`src/rtl/devclk_pkg.sv`:
```
package devclk_pkg;

  typedef enum logic [2:0] {
    ST_IDLE = 3'd0,
    ST_LEAD = 3'd1,
    ST_RUN  = 3'd2,
    ST_HOLD = 3'd3,
    ST_TAIL = 3'd4
  } seq_state_e;

  localparam int unsigned MIN_HALF_COUNT = 2;

endpackage

```
`src/rtl/devclk_cfg.sv`:
```
module devclk_cfg
  import devclk_pkg::*;
#(
  parameter int unsigned HALF_W    = 16,
  parameter int unsigned TAIL_W    = 4,
  parameter int unsigned BOOT_HALF = 312,
  parameter int unsigned BOOT_TAIL = 2
) (
  input  logic              clk_i,
  input  logic              rst_ni,
  input  logic              wr_i,
  input  logic [HALF_W-1:0] wr_half_i,
  input  logic              wr_ddr_i,
  input  logic [TAIL_W-1:0] wr_tail_i,
  input  logic              apply_i,
  output logic [HALF_W-1:0] cur_half_o,
  output logic              cur_ddr_o,
  output logic [TAIL_W-1:0] nxt_tail_o
);

  localparam logic [HALF_W-1:0] MIN_H = HALF_W'(MIN_HALF_COUNT);
  localparam logic [HALF_W-1:0] MAX_H = '1;

  logic [HALF_W-1:0] cur_half_q, pend_half_q, legal_half;
  logic [TAIL_W-1:0] cur_tail_q, pend_tail_q;
  logic              cur_ddr_q, pend_ddr_q, pend_v_q;
  logic              take;

  // Clamp to the minimum; in double-data-rate mode force an even count
  always_comb begin
    legal_half = (wr_half_i < MIN_H) ? MIN_H : wr_half_i;
    if (wr_ddr_i && legal_half[0]) begin
      legal_half = (legal_half == MAX_H) ? legal_half - HALF_W'(1)
                                         : legal_half + HALF_W'(1);
    end
  end

  assign take = apply_i && pend_v_q;

  always_ff @(posedge clk_i) begin
    if (!rst_ni) begin
      cur_half_q  <= HALF_W'(BOOT_HALF);
      cur_ddr_q   <= 1'b0;
      cur_tail_q  <= TAIL_W'(BOOT_TAIL);
      pend_half_q <= HALF_W'(BOOT_HALF);
      pend_ddr_q  <= 1'b0;
      pend_tail_q <= TAIL_W'(BOOT_TAIL);
      pend_v_q    <= 1'b0;
    end else begin
      if (take) begin
        cur_half_q <= pend_half_q;
        cur_ddr_q  <= pend_ddr_q;
        cur_tail_q <= pend_tail_q;
      end
      if (wr_i) begin
        pend_half_q <= legal_half;
        pend_ddr_q  <= wr_ddr_i;
        pend_tail_q <= wr_tail_i;
        pend_v_q    <= 1'b1;
      end else if (take) begin
        pend_v_q <= 1'b0;
      end
    end
  end

  assign cur_half_o = cur_half_q;
  assign cur_ddr_o  = cur_ddr_q;
  assign nxt_tail_o = take ? pend_tail_q : cur_tail_q;

endmodule

```
`src/rtl/devclk_seq.sv`:
```
module devclk_seq
  import devclk_pkg::*;
#(
  parameter int unsigned HALF_W = 16,
  parameter int unsigned TAIL_W = 4
) (
  input  logic              clk_i,
  input  logic              rst_ni,
  input  logic              xfer_i,
  input  logic              pause_i,
  input  logic [HALF_W-1:0] cur_half_i,
  input  logic [TAIL_W-1:0] nxt_tail_i,
  output seq_state_e        state_o,
  output logic [HALF_W:0]   pos_o,
  output logic              bound_o,
  output logic              going_o
);

  localparam int unsigned PW = HALF_W + 1;

  seq_state_e        state_q, state_d, dec_state;
  logic [PW-1:0]     pos_q, pos_d, last_pos;
  logic [TAIL_W-1:0] left_q, left_d;
  logic              at_end, dec_going, going;

  assign last_pos = {cur_half_i, 1'b0} - PW'(1);
  assign at_end   = (pos_q == last_pos);

  // Choice taken when a lead or run period ends, or while paused
  always_comb begin
    dec_going = 1'b0;
    if (!xfer_i) begin
      if (nxt_tail_i == '0) begin
        dec_state = ST_IDLE;
        dec_going = 1'b1;
      end else begin
        dec_state = ST_TAIL;
      end
    end else if (pause_i) begin
      dec_state = ST_HOLD;
    end else begin
      dec_state = ST_RUN;
    end
  end

  always_comb begin
    state_d = state_q;
    pos_d   = pos_q;
    left_d  = left_q;
    going   = 1'b0;
    unique case (state_q)
      ST_IDLE: begin
        if (xfer_i) begin
          state_d = ST_LEAD;
          pos_d   = '0;
        end
      end
      ST_HOLD: begin
        state_d = dec_state;
        going   = dec_going;
        left_d  = nxt_tail_i;
        pos_d   = '0;
      end
      ST_LEAD, ST_RUN: begin
        if (at_end) begin
          state_d = dec_state;
          going   = dec_going;
          left_d  = nxt_tail_i;
          pos_d   = '0;
        end else begin
          pos_d = pos_q + PW'(1);
        end
      end
      ST_TAIL: begin
        if (at_end) begin
          pos_d = '0;
          if (left_q == TAIL_W'(1)) begin
            state_d = ST_IDLE;
            going   = 1'b1;
          end else begin
            left_d = left_q - TAIL_W'(1);
          end
        end else begin
          pos_d = pos_q + PW'(1);
        end
      end
      default: begin
        state_d = ST_IDLE;
        pos_d   = '0;
      end
    endcase
  end

  always_ff @(posedge clk_i) begin
    if (!rst_ni) begin
      state_q <= ST_IDLE;
      pos_q   <= '0;
      left_q  <= '0;
    end else begin
      state_q <= state_d;
      pos_q   <= pos_d;
      left_q  <= left_d;
    end
  end

  assign state_o = state_q;
  assign pos_o   = pos_q;
  assign bound_o = (state_q == ST_IDLE) || (state_q == ST_HOLD) || at_end;
  assign going_o = going;

endmodule

```
`src/rtl/devclk_wave.sv`:
```
module devclk_wave
  import devclk_pkg::*;
#(
  parameter int unsigned HALF_W = 16
) (
  input  logic              clk_i,
  input  logic              rst_ni,
  input  seq_state_e        state_i,
  input  logic [HALF_W:0]   pos_i,
  input  logic [HALF_W-1:0] half_i,
  input  logic              ddr_i,
  input  logic              going_i,
  output logic              dclk_o,
  output logic              dclk90_o,
  output logic              rise_o,
  output logic              fall_o,
  output logic              release_o
);

  localparam int unsigned PW = HALF_W + 1;

  logic [PW-1:0] half_w, quarter, q_end;
  logic          in_run, base_pre, quad_pre;
  logic          base_s1, quad_s1, rel_s1, rel_s2;

  assign half_w  = {1'b0, half_i};
  assign quarter = {2'b00, half_i[HALF_W-1:1]};
  assign q_end   = half_w + quarter;
  assign in_run  = (state_i == ST_RUN);

  // Within a period: base high for the first N cycles, shifted copy N/2 later
  assign base_pre = in_run && (pos_i < half_w);
  assign quad_pre = in_run && ddr_i && (pos_i >= quarter) && (pos_i < q_end);

  always_ff @(posedge clk_i) begin
    if (!rst_ni) begin
      base_s1   <= 1'b0;
      quad_s1   <= 1'b0;
      dclk_o    <= 1'b0;
      dclk90_o  <= 1'b0;
      rise_o    <= 1'b0;
      fall_o    <= 1'b0;
      rel_s1    <= 1'b0;
      rel_s2    <= 1'b0;
      release_o <= 1'b0;
    end else begin
      base_s1   <= base_pre;
      quad_s1   <= quad_pre;
      dclk_o    <= base_s1;
      dclk90_o  <= quad_s1;
      rise_o    <= base_pre & ~base_s1;
      fall_o    <= ~base_pre & base_s1;
      rel_s1    <= going_i;
      rel_s2    <= rel_s1;
      release_o <= rel_s2;
    end
  end

endmodule

```
`src/rtl/devclk_gen.sv`:
```
module devclk_gen
  import devclk_pkg::*;
#(
  parameter int unsigned HALF_W    = 16,
  parameter int unsigned TAIL_W    = 4,
  parameter int unsigned BOOT_HALF = 312,
  parameter int unsigned BOOT_TAIL = 2
) (
  input  logic              clk_i,
  input  logic              rst_ni,
  input  logic              xfer_i,
  input  logic              pause_i,
  input  logic              cfg_wr_i,
  input  logic [HALF_W-1:0] cfg_half_i,
  input  logic              cfg_ddr_i,
  input  logic [TAIL_W-1:0] cfg_tail_i,
  output logic              dev_clk_o,
  output logic              dev_clk90_o,
  output logic              rise_stb_o,
  output logic              fall_stb_o,
  output logic              busy_o,
  output logic              cs_release_o
);

  seq_state_e        state;
  logic [HALF_W:0]   pos;
  logic [HALF_W-1:0] act_half;
  logic [TAIL_W-1:0] nxt_tail;
  logic              act_ddr, bound, going;

  devclk_cfg #(
    .HALF_W(HALF_W), .TAIL_W(TAIL_W),
    .BOOT_HALF(BOOT_HALF), .BOOT_TAIL(BOOT_TAIL)
  ) u_cfg (
    .clk_i(clk_i), .rst_ni(rst_ni),
    .wr_i(cfg_wr_i), .wr_half_i(cfg_half_i), .wr_ddr_i(cfg_ddr_i), .wr_tail_i(cfg_tail_i),
    .apply_i(bound),
    .cur_half_o(act_half), .cur_ddr_o(act_ddr), .nxt_tail_o(nxt_tail)
  );

  devclk_seq #(.HALF_W(HALF_W), .TAIL_W(TAIL_W)) u_seq (
    .clk_i(clk_i), .rst_ni(rst_ni),
    .xfer_i(xfer_i), .pause_i(pause_i),
    .cur_half_i(act_half), .nxt_tail_i(nxt_tail),
    .state_o(state), .pos_o(pos), .bound_o(bound), .going_o(going)
  );

  devclk_wave #(.HALF_W(HALF_W)) u_wave (
    .clk_i(clk_i), .rst_ni(rst_ni),
    .state_i(state), .pos_i(pos), .half_i(act_half), .ddr_i(act_ddr), .going_i(going),
    .dclk_o(dev_clk_o), .dclk90_o(dev_clk90_o),
    .rise_o(rise_stb_o), .fall_o(fall_stb_o), .release_o(cs_release_o)
  );

  assign busy_o = (state != ST_IDLE);

endmodule

```
`config.mk`:
```
export PLATFORM = sky130hd
export DESIGN_NAME = devclk_gen
export DESIGN_NICKNAME = d
export VERILOG_FILES = /design/src/rtl/devclk_pkg.sv /design/src/rtl/devclk_cfg.sv /design/src/rtl/devclk_seq.sv /design/src/rtl/devclk_wave.sv /design/src/rtl/devclk_gen.sv
export SDC_FILE = /design/constraint.sdc
export NUM_CORES = 1
export LEC_CHECK = 0
export CORE_AREA = 3 3 119 121
export DETAILED_ROUTE_END_ITERATION = 8
export DIE_AREA = 0 0 122 124
export GPL_ROUTABILITY_DRIVEN = 1
export GPL_TIMING_DRIVEN = 0
export PLACE_DENSITY = 0.65
export SYNTH_ARGS = -nofsm -noshare
export SYNTH_HDL_FRONTEND = slang
export SYNTH_HIERARCHICAL = 1
export SYNTH_SLANG_ARGS = --single-unit
```
`constraint.sdc`:
```
create_clock -name clk_i -period 6.6 [get_ports clk_i]
set_input_delay 1.98 -clock clk_i [delete_from_list [all_inputs] [get_ports clk_i]]
set_output_delay 1.98 -clock clk_i [all_outputs]
set_load 0.02 [all_outputs]
```
# After elaboration in Yosys (flattened, before gate mapping)
# Index checks and enable logic that the tools add are counted.
# word_totals
reg_bits	76
out_inout_bits	6
wordCells	89
in_bits	26
# op_classes
addsub	6
bitwise_logic	4
mux	27
n_lt_le_gt_ge	4
eq_ne	12
reduce_logical	17
# ops
operator	count
two-way mux 16 bit	3
two-way mux 17 bit	2
case mux 17 bit (2 select lines)	1
two-way mux 3 bit	6
adder 16 x 15 -> 17 bit	1
adder 17 x 1 -> 17 bit, second input constant	1
== test 17 bit	1
greater-or-equal comparator 17 x 15 -> 1 bit	1
< comparator 17 x 16 -> 1 bit	1
< comparator 17 bit	1
subtractor 17 x 1 -> 17 bit, second input constant	1
adder 16 x 1 -> 16 bit, second input constant	1
== test 16 bit, second input constant	1
< comparator 16 x 2 -> 1 bit, second input constant	1
two-way mux 4 bit	4
subtractor 16 x 1 -> 16 bit, second input constant	1
case mux 3 bit (4 select lines)	1
case mux 4 bit (3 select lines)	1
two-way mux 1 bit	8
AND reduction 4 bit	2
== test 3 x 2 -> 1 bit, second input constant	2
logical AND 1 bit	6
!= test 2 x 1 -> 1 bit, second input constant	3
nonzero test 3 bit	2
other kinds (14)	18

# Longest topological paths before layout
# Gate-level depths: netlist of the first run.
# logic_depth
word_depth	10
depth_mapped	18
ltp_nobuf	16

# By module
# Netlist of the first run, hierarchy kept.
# by_module_without_submodules
module	area_per_inst_um2	seq_area_each_um2	n_inst	cells_per_inst
devclk_cfg	2588.7	860.8	1	325
devclk_wave	2040.7	180.2	1	245
devclk_seq	1954.4	480.5	1	250
devclk_gen	6.3	0.0	1	1

# Worst setup path after synthesis of the first run
# Ideal clock, no wire load.
# synth_timing
kind	input to register
start	input port cfg_half_i[15]
end	register u_cfg.pend_half_q[14]
setup_time_ns	0.138
path_buffers	0
path_slack_ns	1.675
arrival_ns	4.788
required_time_ns	6.462
path_stages	9
cell_sequence	nand4_1 -> nor4_2 -> ha_1 -> a21o_1 -> a221oi_2 -> a211oi_1 -> o211a_1 -> o31ai_1 -> a31oi_1
# synth_between
elab_chain_cells	5
word_cells_on_any_way	8
cone_classes	add/sub: 2; order compare: 1; eq/ne: 1; mux: 3; reduce/logical: 1
# synth_lines
item	line_no	text
start: declaration	devclk_gen.sv:14	input logic [HALF_W-1:0] cfg_half_i,
< comparator 16 x 2 -> 1 bit	devclk_cfg.sv:31	legal_half = (wr_half_i < MIN_H) ? MIN_H : wr_half_i;
two-way mux 16 bit (*)	devclk_cfg.sv:31	
adder 16 x 1 -> 16 bit (tied with other cells)	devclk_cfg.sv:34	: legal_half + HALF_W'(1);
two-way mux 16 bit	devclk_cfg.sv:33	legal_half = (legal_half == MAX_H) ? legal_half - HALF_W'(1)
two-way mux 16 bit (*)	devclk_cfg.sv:32	if (wr_ddr_i && legal_half[0]) begin
end signal: assignment	devclk_cfg.sv:45	pend_half_q <= HALF_W'(BOOT_HALF);
end signal: assignment	devclk_cfg.sv:56	pend_half_q <= legal_half;
end: declaration	devclk_cfg.sv:24	logic [HALF_W-1:0] cur_half_q, pend_half_q, legal_half;
# Mark *: on every way between the ends. The rest lies on a longest branch, timed or not.
# A chain may end at the register's enable or synchronous reset.

# Final worst setup path of the first run
# Same ends and word-level chain as after synthesis.

==> out/qor.yml, run 1 <==
totalWireLength_microns: 17200
cts.repair.resized: 0
async_flop_share: 0
slowest_delay_ns: 0.93
slew_headroom: 0.319
cp_slowest_cell: "nor4_4"
wire_per_inst_microns: 16.5
slew_violations: 0
antennaDiodeCount: 0
cp_max_fo: 18
required_ns: 6.81
cts_tree: "built"
clk_latency_ns: 0.35
drc_errors: 0
std_cell_rows: 42
r2r_slack_ns: 1.91
fin_worst_skew_ns: 0.00963
synthTopCellsByArea: "dfxtp_1 (23%), ha_1 (15%), nand2_1 (6.2%)"
ff_latch_area_sq_um: 1520
max_clock_freq_mhz: 177
fin_nets: 973
yosys_warnings: 6
path_class: "primary input to flip-flop"
synth_flop_cell: "dfxtp_1"
hpwlAfterDp_microns: 13700
nFillCells: 1250
cp.arrival_ns: 5.85
start_util: 0.500
critPathCaptureType: "flip-flop"
synth_common_cells: "nand2_1 (108), ha_1 (81), dfxtp_1 (76)"
power.leakage_nw: 3.08
path_clk_slew_ns: 0.07
first_global_vias: 5964
multi_input_area_sq_um: 4770
grt_max_degree: 19
synth_fp_nets: 930
period_share: 0.855
cts_sinks: 76
synthAdderAreaFrac: 0.161
synth_area_leader_cell: "dfxtp_1"
pin_count: 32
synthCells: 821
grt_first_pass_wirelength_microns: 28200
ys_types: 87
drv_cap: 0
status: "complete, no violations"
cts-buffers-inserted: 9
finalWorstPathRequiredPeriod_ns: 5.64
critPathLaunchType: "primary input"
track_usage: 0.232
netlist.area_leader.share: 0.231
yosysMostFrequentCell: "nand2_1"
ys_ff_latch: 76
fin_setup_tns_ns: 0
synthSimpleGateAreaFrac: 0.258
synth-seq-area-share: 0.231
max-vdd-ir-drop_mv: 0.104
drt_first_pass_iters: 5
worst_pin_slew_ns: 1.01
postCtsSetupBuffers: 0
area_growth_syn_to_layout_pct: 13.2
die_w_microns: 122
rsz0062_at_grt: "false"
ant_nets: 0
synth-edff-count: 0
synth_xor_xnor_area_share: 0.0729
layout-drive-gt1-share: 0.0817
avgSynthCellArea_sq_um: 8.03
gp_congestion: 0.946
grt_antenna_before_repair: 0
via_per_inst: 5.88
cts-htree-levels: 3
synth_top_family_by_area: "simple AND/OR/NAND/NOR gates"
clock_tree.root_cell: "clkbuf_16"
synth.mux.area_fraction: 0.0154
crit_path_cell_trace: "clkdlybuf4s50_1, nand4_1, nor4_4, ha_1, a21o_1, a221oi_2, a211oi_1, o211a_1, o31ai_1, a31oi_1"
dieHeight_microns: 124
syn_area_sq_um: 6590
report.power.total_mw: 1.66
drt_iter0_drc: 418
globalRouteOverflowTotal: 0
final_hold_viol_count: 0
finalSetupViolCount: 0
io_buffers: 31
postCtsHoldBufs: 0
power_per_cell_area_nw_per_um2: 223
core_area_sq_um: 13200
synth_compound_area_frac: 0.214
dieArea_sq_um: 15100
num_vias: 6144
clock_path_buffers: 2
hp-class: "flip-flop to flip-flop"
-- state kept, by name, summed over array words and instances, names as in the netlist, 3 cells and up --
signal / flops
u_cfg/cur_tail_q: 4
u_cfg/pend_tail_q: 4
u_seq/left_q: 4
u_seq/state_o: 3
u_seq/pos_o: 17
u_cfg/pend_half_q: 16
u_cfg/cur_half_o: 16
-- layout by cell type, fill, tap and decap left out, types with 6 or more instances in the layout --
cell type / synthesis / final
nor3_1: 20 / 20
o21ai_0: 26 / 26
nand4_1: 20 / 20
nor2b_1: 6 / 6
nor2_2: 11 / 11
nand2b_1: 10 / 10
a31oi_1: 7 / 7
a21o_1: 18 / 18
nor4_1: 9 / 8
dfxtp_1: 76 / 76
nor2_1: 46 / 46
nand3_1: 27 / 27
xor2_1: 27 / 27
o21ai_1: 9 / 9
and2_1: 9 / 9
a211oi_1: 7 / 7
and3_1: 6 / 6
clkdlybuf4s50_1: 0 / 31
mux2i_1: 9 / 9
nor3b_1: 6 / 6
clkbuf_16: 0 / 9
xnor2_1: 26 / 26
or3_1: 10 / 10
nand2_1: 108 / 108
or4_1: 6 / 6
a21oi_1: 65 / 65
inv_1: 38 / 38
ha_1: 81 / 81
clkbuf_1: 25 / 25
-- where the power goes --
group	internal, mW	switching (mW)	total, mW
registers	0.494	0.0520	0.546
logic	0.235	0.355	0.590
clock network	0.303	0.221	0.525
-- per-layer routing --
metal,global-route usage,part of all wire,routed length (microns),up-vias
met5,0,0,0,-
met4,0.115,0.034,593,0
met3,0.0245,0.037,645,35
met2,0.412,0.50,8520,165
met1,0.278,0.43,7450,2867
li1,-,-,-,3077
-- worst paths after layout --
kind,from,end,cells after the start
max,cfg_half_i[15],u_cfg/pend_half_q[14],10
min,u_wave/base_s1,u_wave/rise_o,1
max reg2reg,u_cfg/cur_half_o[1],u_wave/rel_s1,18
min reg2reg,u_wave/base_s1,u_wave/rise_o,1
-- final cells by class --
class	count	share of cell area
clock buffers	9	0.0302
multi-input cells	669	0.639
clock inverters	7	0.0121
flip-flops and latches	76	0.204
repair buffers	32	0.0426
inverters	38	0.0191
plain buffers	38	0.0230
well taps	176	0.0295
-- metrics by stage --
stage	utilization	setup WS (ns)	std cells	cell area [sq um]	hold slack [ns]
floorplan	-	1.67	821	6590	0.392
finish	0.565	0.960	1045	7460	0.415
global route	0.565	0.869	1045	7460	0.428
detailed placement	0.542	0.644	1029	7140	0.400
CTS	0.565	0.997	1045	7460	0.415
global placement	0.540	0.271	1028	7120	0.405
-- cells by family after synthesis --
family / after synthesis
compound gates: 200
xor+xnor: 54
flops: 76
mux: 10
simple gates: 321
fa+ha+maj: 84
buf+inv: 76
-- worst max-delay path: cells and delay by family --
kind                     cells  cell delay [ns]
AO/OA/AOI/OAI                6             1.64
adder cells (fa/ha/maj)      1             0.45
buffers and inverters        1             0.65
AND/OR/NAND/NOR              2             1.12
No activity file was read; power rests on OpenSTA's default activity.
==> inputs of run 2 (changes only) <==
- CORE_AREA: 3 3 119 121 -> 4 4 120 122
- DIE_AREA: 0 0 122 124 -> 0 0 124 126
==> run 2 against run 1 <==
Against the previous run:
- routed wire length fell by 1.1%
- utilization barely moved
- critical path depth is the same
- cell count did not move
- die area grew 3.3%
- global-route usage down 0.78 points
- worst setup slack gained 0.049 ns
- hold slack better by 0.0084 ns
- design area hardly changed
- clock power decreased by 1%
- register-to-register slack lost 0.05 ns
- clock-buffer cell count is the same
==> out/qor.yml, run 2 (synthesis gave the netlist of run 1 again) <==
status: "complete, no violations"
period_share: 0.847
met1_usage: 0.277
stdcell_area_sq_um: 7460
drc_errors: 0
use_met3: 0.0296
final_hold_viol_count: 0
max_clock_freq_mhz: 179
largest_register_ffs: 17
cts.repair.resized: 0
pwr-share-seq: 0.330
via_per_inst: 5.90
cts_sinks: 76
cts-buffers-inserted: 9
antennaDiodeCount: 0
dieArea_sq_um: 15600
clkPwrFrac: 0.314
globalRouteOverflowTotal: 0
instances_no_fill: 1045
crit_path_cell_trace: "clkdlybuf4s50_1, nand4_1, nor4_4, ha_1, a21o_1, a221oi_2, a211oi_1, o211a_1, o31ai_1, a31oi_1"
timing.rr.end: "u_wave/rel_s1"
cts_tree: "built"
drv_cap: 0
grt_antenna_before_repair: 0
core_area_sq_um: 13200
finalSetupViolCount: 0
cts-htree-levels: 3
r2r_cells: 18
multi_input_area_sq_um: 4770
std_cell_rows: 42
finalWorstPathRequiredPeriod_ns: 5.59
drt_first_pass_iters: 5
p_sw_frac: 0.378
fin_util: 0.566
fin_worst_skew_ns: 0.0106
path_class: "primary input to flip-flop"
nFillCells: 1264
hpwlAfterDp_microns: 13500
grt_first_pass_wirelength_microns: 28300
combPwrFrac: 0.357
start_util: 0.500
busiest_layer: "met2"
final_common_cell: "nand2_1"
pin_count: 32
post_dp_cell_area_sq_um: 7140
die_w_microns: 124
ant_nets: 0
cp.arrival_ns: 5.80
cp_slowest_cell: "nor4_4"
power_per_cell_area_nw_per_um2: 222
totalWireLength_microns: 17000
drt_iter0_drc: 443
required_ns: 6.81
track_usage: 0.224
holdPathEnd: "u_wave/rise_o"
postCtsSetupBuffers: 0
fin_setup_tns_ns: 0
cp_max_fo: 18
path_clk_slew_ns: 0.06
p_sw_uw: 626
gp_congestion: 0.928
critPathCaptureType: "flip-flop"
dieHeight_microns: 126
r2r_slack_ns: 1.86
fin_nets: 973
clock_path_buffers: 2
critPathLaunchType: "primary input"
postCtsHoldBufs: 0
slew_violations: 0
holdWs_ns: 0.424
placed_cells: 1029
gr-usage-met2: 0.390
hold_start: "u_wave/base_s1"
area_growth_syn_to_layout_pct: 13.2
first_global_vias: 5939
num_vias: 6170
hp-class: "flip-flop to flip-flop"
slowest_delay_ns: 0.95
grt_max_degree: 19
p_int_mw: 1.03
wire_per_inst_microns: 16.3
io_buffers: 31
r2r-start: "u_cfg/cur_half_o[1]"
slew_headroom: 0.297
power.leakage_nw: 3.07
worst_pin_slew_ns: 1.05
layout_common_cells: "nand2_1 (108), ha_1 (81), dfxtp_1 (76)"
ff_latch_area_sq_um: 1520
layout-drive-gt1-share: 0.0817
max-vdd-ir-drop_mv: 0.112
rsz0062_at_grt: "false"
clk_latency_ns: 0.35
clock_tree.root_cell: "clkbuf_16"
whs_path_depth: 1
==> run 2: cell count changes in the layout (fill, tap and decap cells not counted), sizes merged <==
cell      delta
clkinvlp     +1
inv          -1
==> run 2: metrics by stage <==
step                setup slack [ns]  power (mW)
floorplan                       1.67       0.974
global placement               0.264        1.11
detailed placement             0.706        1.14
CTS                             1.07        1.67
global route                   0.798        1.77
finish                          1.01        1.66
==> run 2: worst max-delay path by stage <==
stage	cells after the start	end	slack (ns)	start
global placement	10	u_cfg/pend_half_q[14]	0.26	cfg_half_i[15]
finish	10	u_cfg/pend_half_q[14]	1.01	cfg_half_i[15]
CTS	10	u_cfg/pend_half_q[14]	1.07	cfg_half_i[15]
global route	10	u_cfg/pend_half_q[14]	0.80	cfg_half_i[15]
floorplan	9	u_cfg/pend_half_q[14]	1.67	cfg_half_i[15]
detailed placement	10	u_cfg/pend_half_q[14]	0.71	cfg_half_i[15]
==> run 2: power by group through the flow <==
stage	Sequential (mW)	Clock [mW]	Combinational [mW]
3_5_place_dp	0.557	0	0.582
5_1_grt	0.554	0.554	0.663
3_3_place_gp	0.554	0	0.559
4_1_cts	0.546	0.533	0.589
2_1_floorplan	0.539	0	0.434
6_report	0.546	0.520	0.591
==> run 2: worst max-delay path, delay by kind of cell <==
| kind | cells | cell delay [ns] |
|---|---|---|
| fa+ha+maj | 1 | 0.45 |
| simple gates | 2 | 1.15 |
| buf+inv | 1 | 0.66 |
| compound gates | 6 | 1.55 |
==> run 2: area by class of cell <==
cell class,instances,share of cell area
tap,176,0.0295
clock inverter,7,0.0126
inverter,38,0.0191
clock buffer,9,0.0302
timing repair buffer,32,0.0426
buffer,38,0.0230
sequential,76,0.204
multi-input combinational,669,0.639
==> run 2: layer usage <==
metal	wire [microns]	up-vias	share of wire
li1	-	3084	-
met1	7410	2878	0.44
met2	8490	175	0.50
met3	665	33	0.039
met4	460	0	0.027
met5	0	-	0
==> inputs of run 3 (changes only) <==
- PLACE_DENSITY: 0.65 -> 0.68
- clock period: 6.6 -> 4.51 ns (I/O delays scaled with it)
==> run 3 against run 2 <==
Against the previous run:
- clock skew is 0.00089 ns lower
- global-route usage is 0.27 points higher
- largest power group unchanged
- critical endpoint unchanged
- hold slack worse by 0.0079 ns
- total power is 53% higher
- utilization is 0.64 points higher
==> out/qor.yml, run 3 (synthesis gave the netlist of run 1 again) <==
slew_headroom: 0.371
hpwlAfterDp_microns: 13800
ff_latch_area_sq_um: 1520
finalWorstPathRequiredPeriod_ns: 4.38
layout_setup_ws_ns: 0.130
drt_iter0_drc: 388
area_growth_syn_to_layout_pct: 14.5
totalWireLength_microns: 17700
cts-buffers-inserted: 9
clk_latency_ns: 0.34
io_buffers: 31
clock_tree.root_cell: "clkbuf_16"
nFillCells: 1199
final_common_cell: "nand2_1"
worst_pin_slew_ns: 0.935
power_per_cell_area_nw_per_um2: 337
dieHeight_microns: 126
clock_path_buffers: 2
gp_congestion: 0.938
cts_tree: "built"
cts-htree-levels: 3
std_cell_rows: 42
report.power.total_mw: 2.54
wire_per_inst_microns: 16.9
critPathCaptureType: "flip-flop"
layout_common_cells: "nand2_1 (108), ha_1 (81), dfxtp_1 (76)"
fin_setup_tns_ns: 0
track_usage: 0.226
hp-class: "flip-flop to flip-flop"
first_global_vias: 6140
required_ns: 4.71
num_vias: 6308
grt_first_pass_wirelength_microns: 28700
pin_count: 32
max-vdd-ir-drop_mv: 0.233
dieArea_sq_um: 15600
fin_util: 0.572
power.leakage_nw: 3.12
max_clock_freq_mhz: 228
path_class: "primary input to flip-flop"
via_per_inst: 6.02
multi_input_area_sq_um: 4800
critPathLaunchType: "primary input"
die_w_microns: 124
drv_cap: 0
cp.arrival_ns: 4.58
finalSetupViolCount: 0
path_clk_slew_ns: 0.06
cts_sinks: 76
grt_max_degree: 16
period_share: 0.971
grt_antenna_before_repair: 0
slew_violations: 0
globalRouteOverflowTotal: 0
postCtsHoldBufs: 0
drc_errors: 0
cp_max_fo: 4
final_hold_viol_count: 0
antennaDiodeCount: 0
start_util: 0.500
largest_register_ffs: 17
fin_worst_skew_ns: 0.00972
core_area_sq_um: 13200
ant_nets: 0
drt_first_pass_iters: 6
status: "complete, no violations"
fin_nets: 975
layout-drive-gt1-share: 0.0907
place_ws_ns: -0.753
run 3: cell types whose count changed in the layout (fill, tap and decap cells not counted), moves of 2 or more:
cell	previous run	this run
clkbuf_2	1	4
buf_4	1	3
nor4_1	8	6
inv_6	1	3
bufinv_16	1	3
clkbuf_1	25	22
run 3: worst paths after layout:
kind | startpoint | endpoint | slack [ns] | depth (start not counted)
hold / removal | u_wave/base_s1 | u_wave/rise_o | 0.42 | 1
setup reg to reg | u_cfg/cur_half_o[1] | u_wave/rel_s1 | 0.29 | 18
setup / recovery | cfg_half_i[13] | u_cfg/pend_half_q[14] | 0.13 | 10
hold reg to reg | u_wave/base_s1 | u_wave/rise_o | 0.42 | 1
run 3: worst max-delay path, stage by stage:
cell	delay, ns
clkdlybuf4s50_1	0.55
nor4_4	0.36
a41oi_2	0.29
fa_1	0.52
a21o_1	0.21
a221oi_2	0.42
a211oi_1	0.23
o211a_1	0.26
o31ai_1	0.26
a31oi_1	0.11
run 3: final cells by class:
class,instances,area share
Clock inverter,7,0.0169
Timing Repair Buffer,34,0.0441
Tap cell,176,0.0292
Sequential cell,76,0.202
Inverter,38,0.0189
Multi-Input combinational cell,669,0.636
Buffer,38,0.0232
Clock buffer,9,0.0298
run 3: where the power goes:
part	internal (mW)	switching (mW)
logic	0.346	0.526
clock network	0.551	0.315
registers	0.723	0.0820
run 3: stage by stage:
step,std cells,hold WS [ns],instance area [sq um]
finish,1047,0.416,7550
global route,1047,0.443,7550
CTS,1047,0.423,7510
floorplan,821,0.392,6590
global placement,1028,0.402,7120
detailed placement,1028,0.414,7130
run 3: layer usage:
metal	wire length, microns	vias to the layer above	GRT usage	share of wire
met4	711	0	0.128	0.040
met3	683	38	0.0242	0.039
met2	8660	191	0.385	0.49
met5	0	-	0	0
met1	7680	2992	0.275	0.43
li1	-	3087	-	-
run 3: what timing repair did:
action,in CTS,in global routing
setup endpoints to repair,10,3
buffers inserted,3,0
cloned,0,0
resized for setup,1,10
pin swaps,1,0
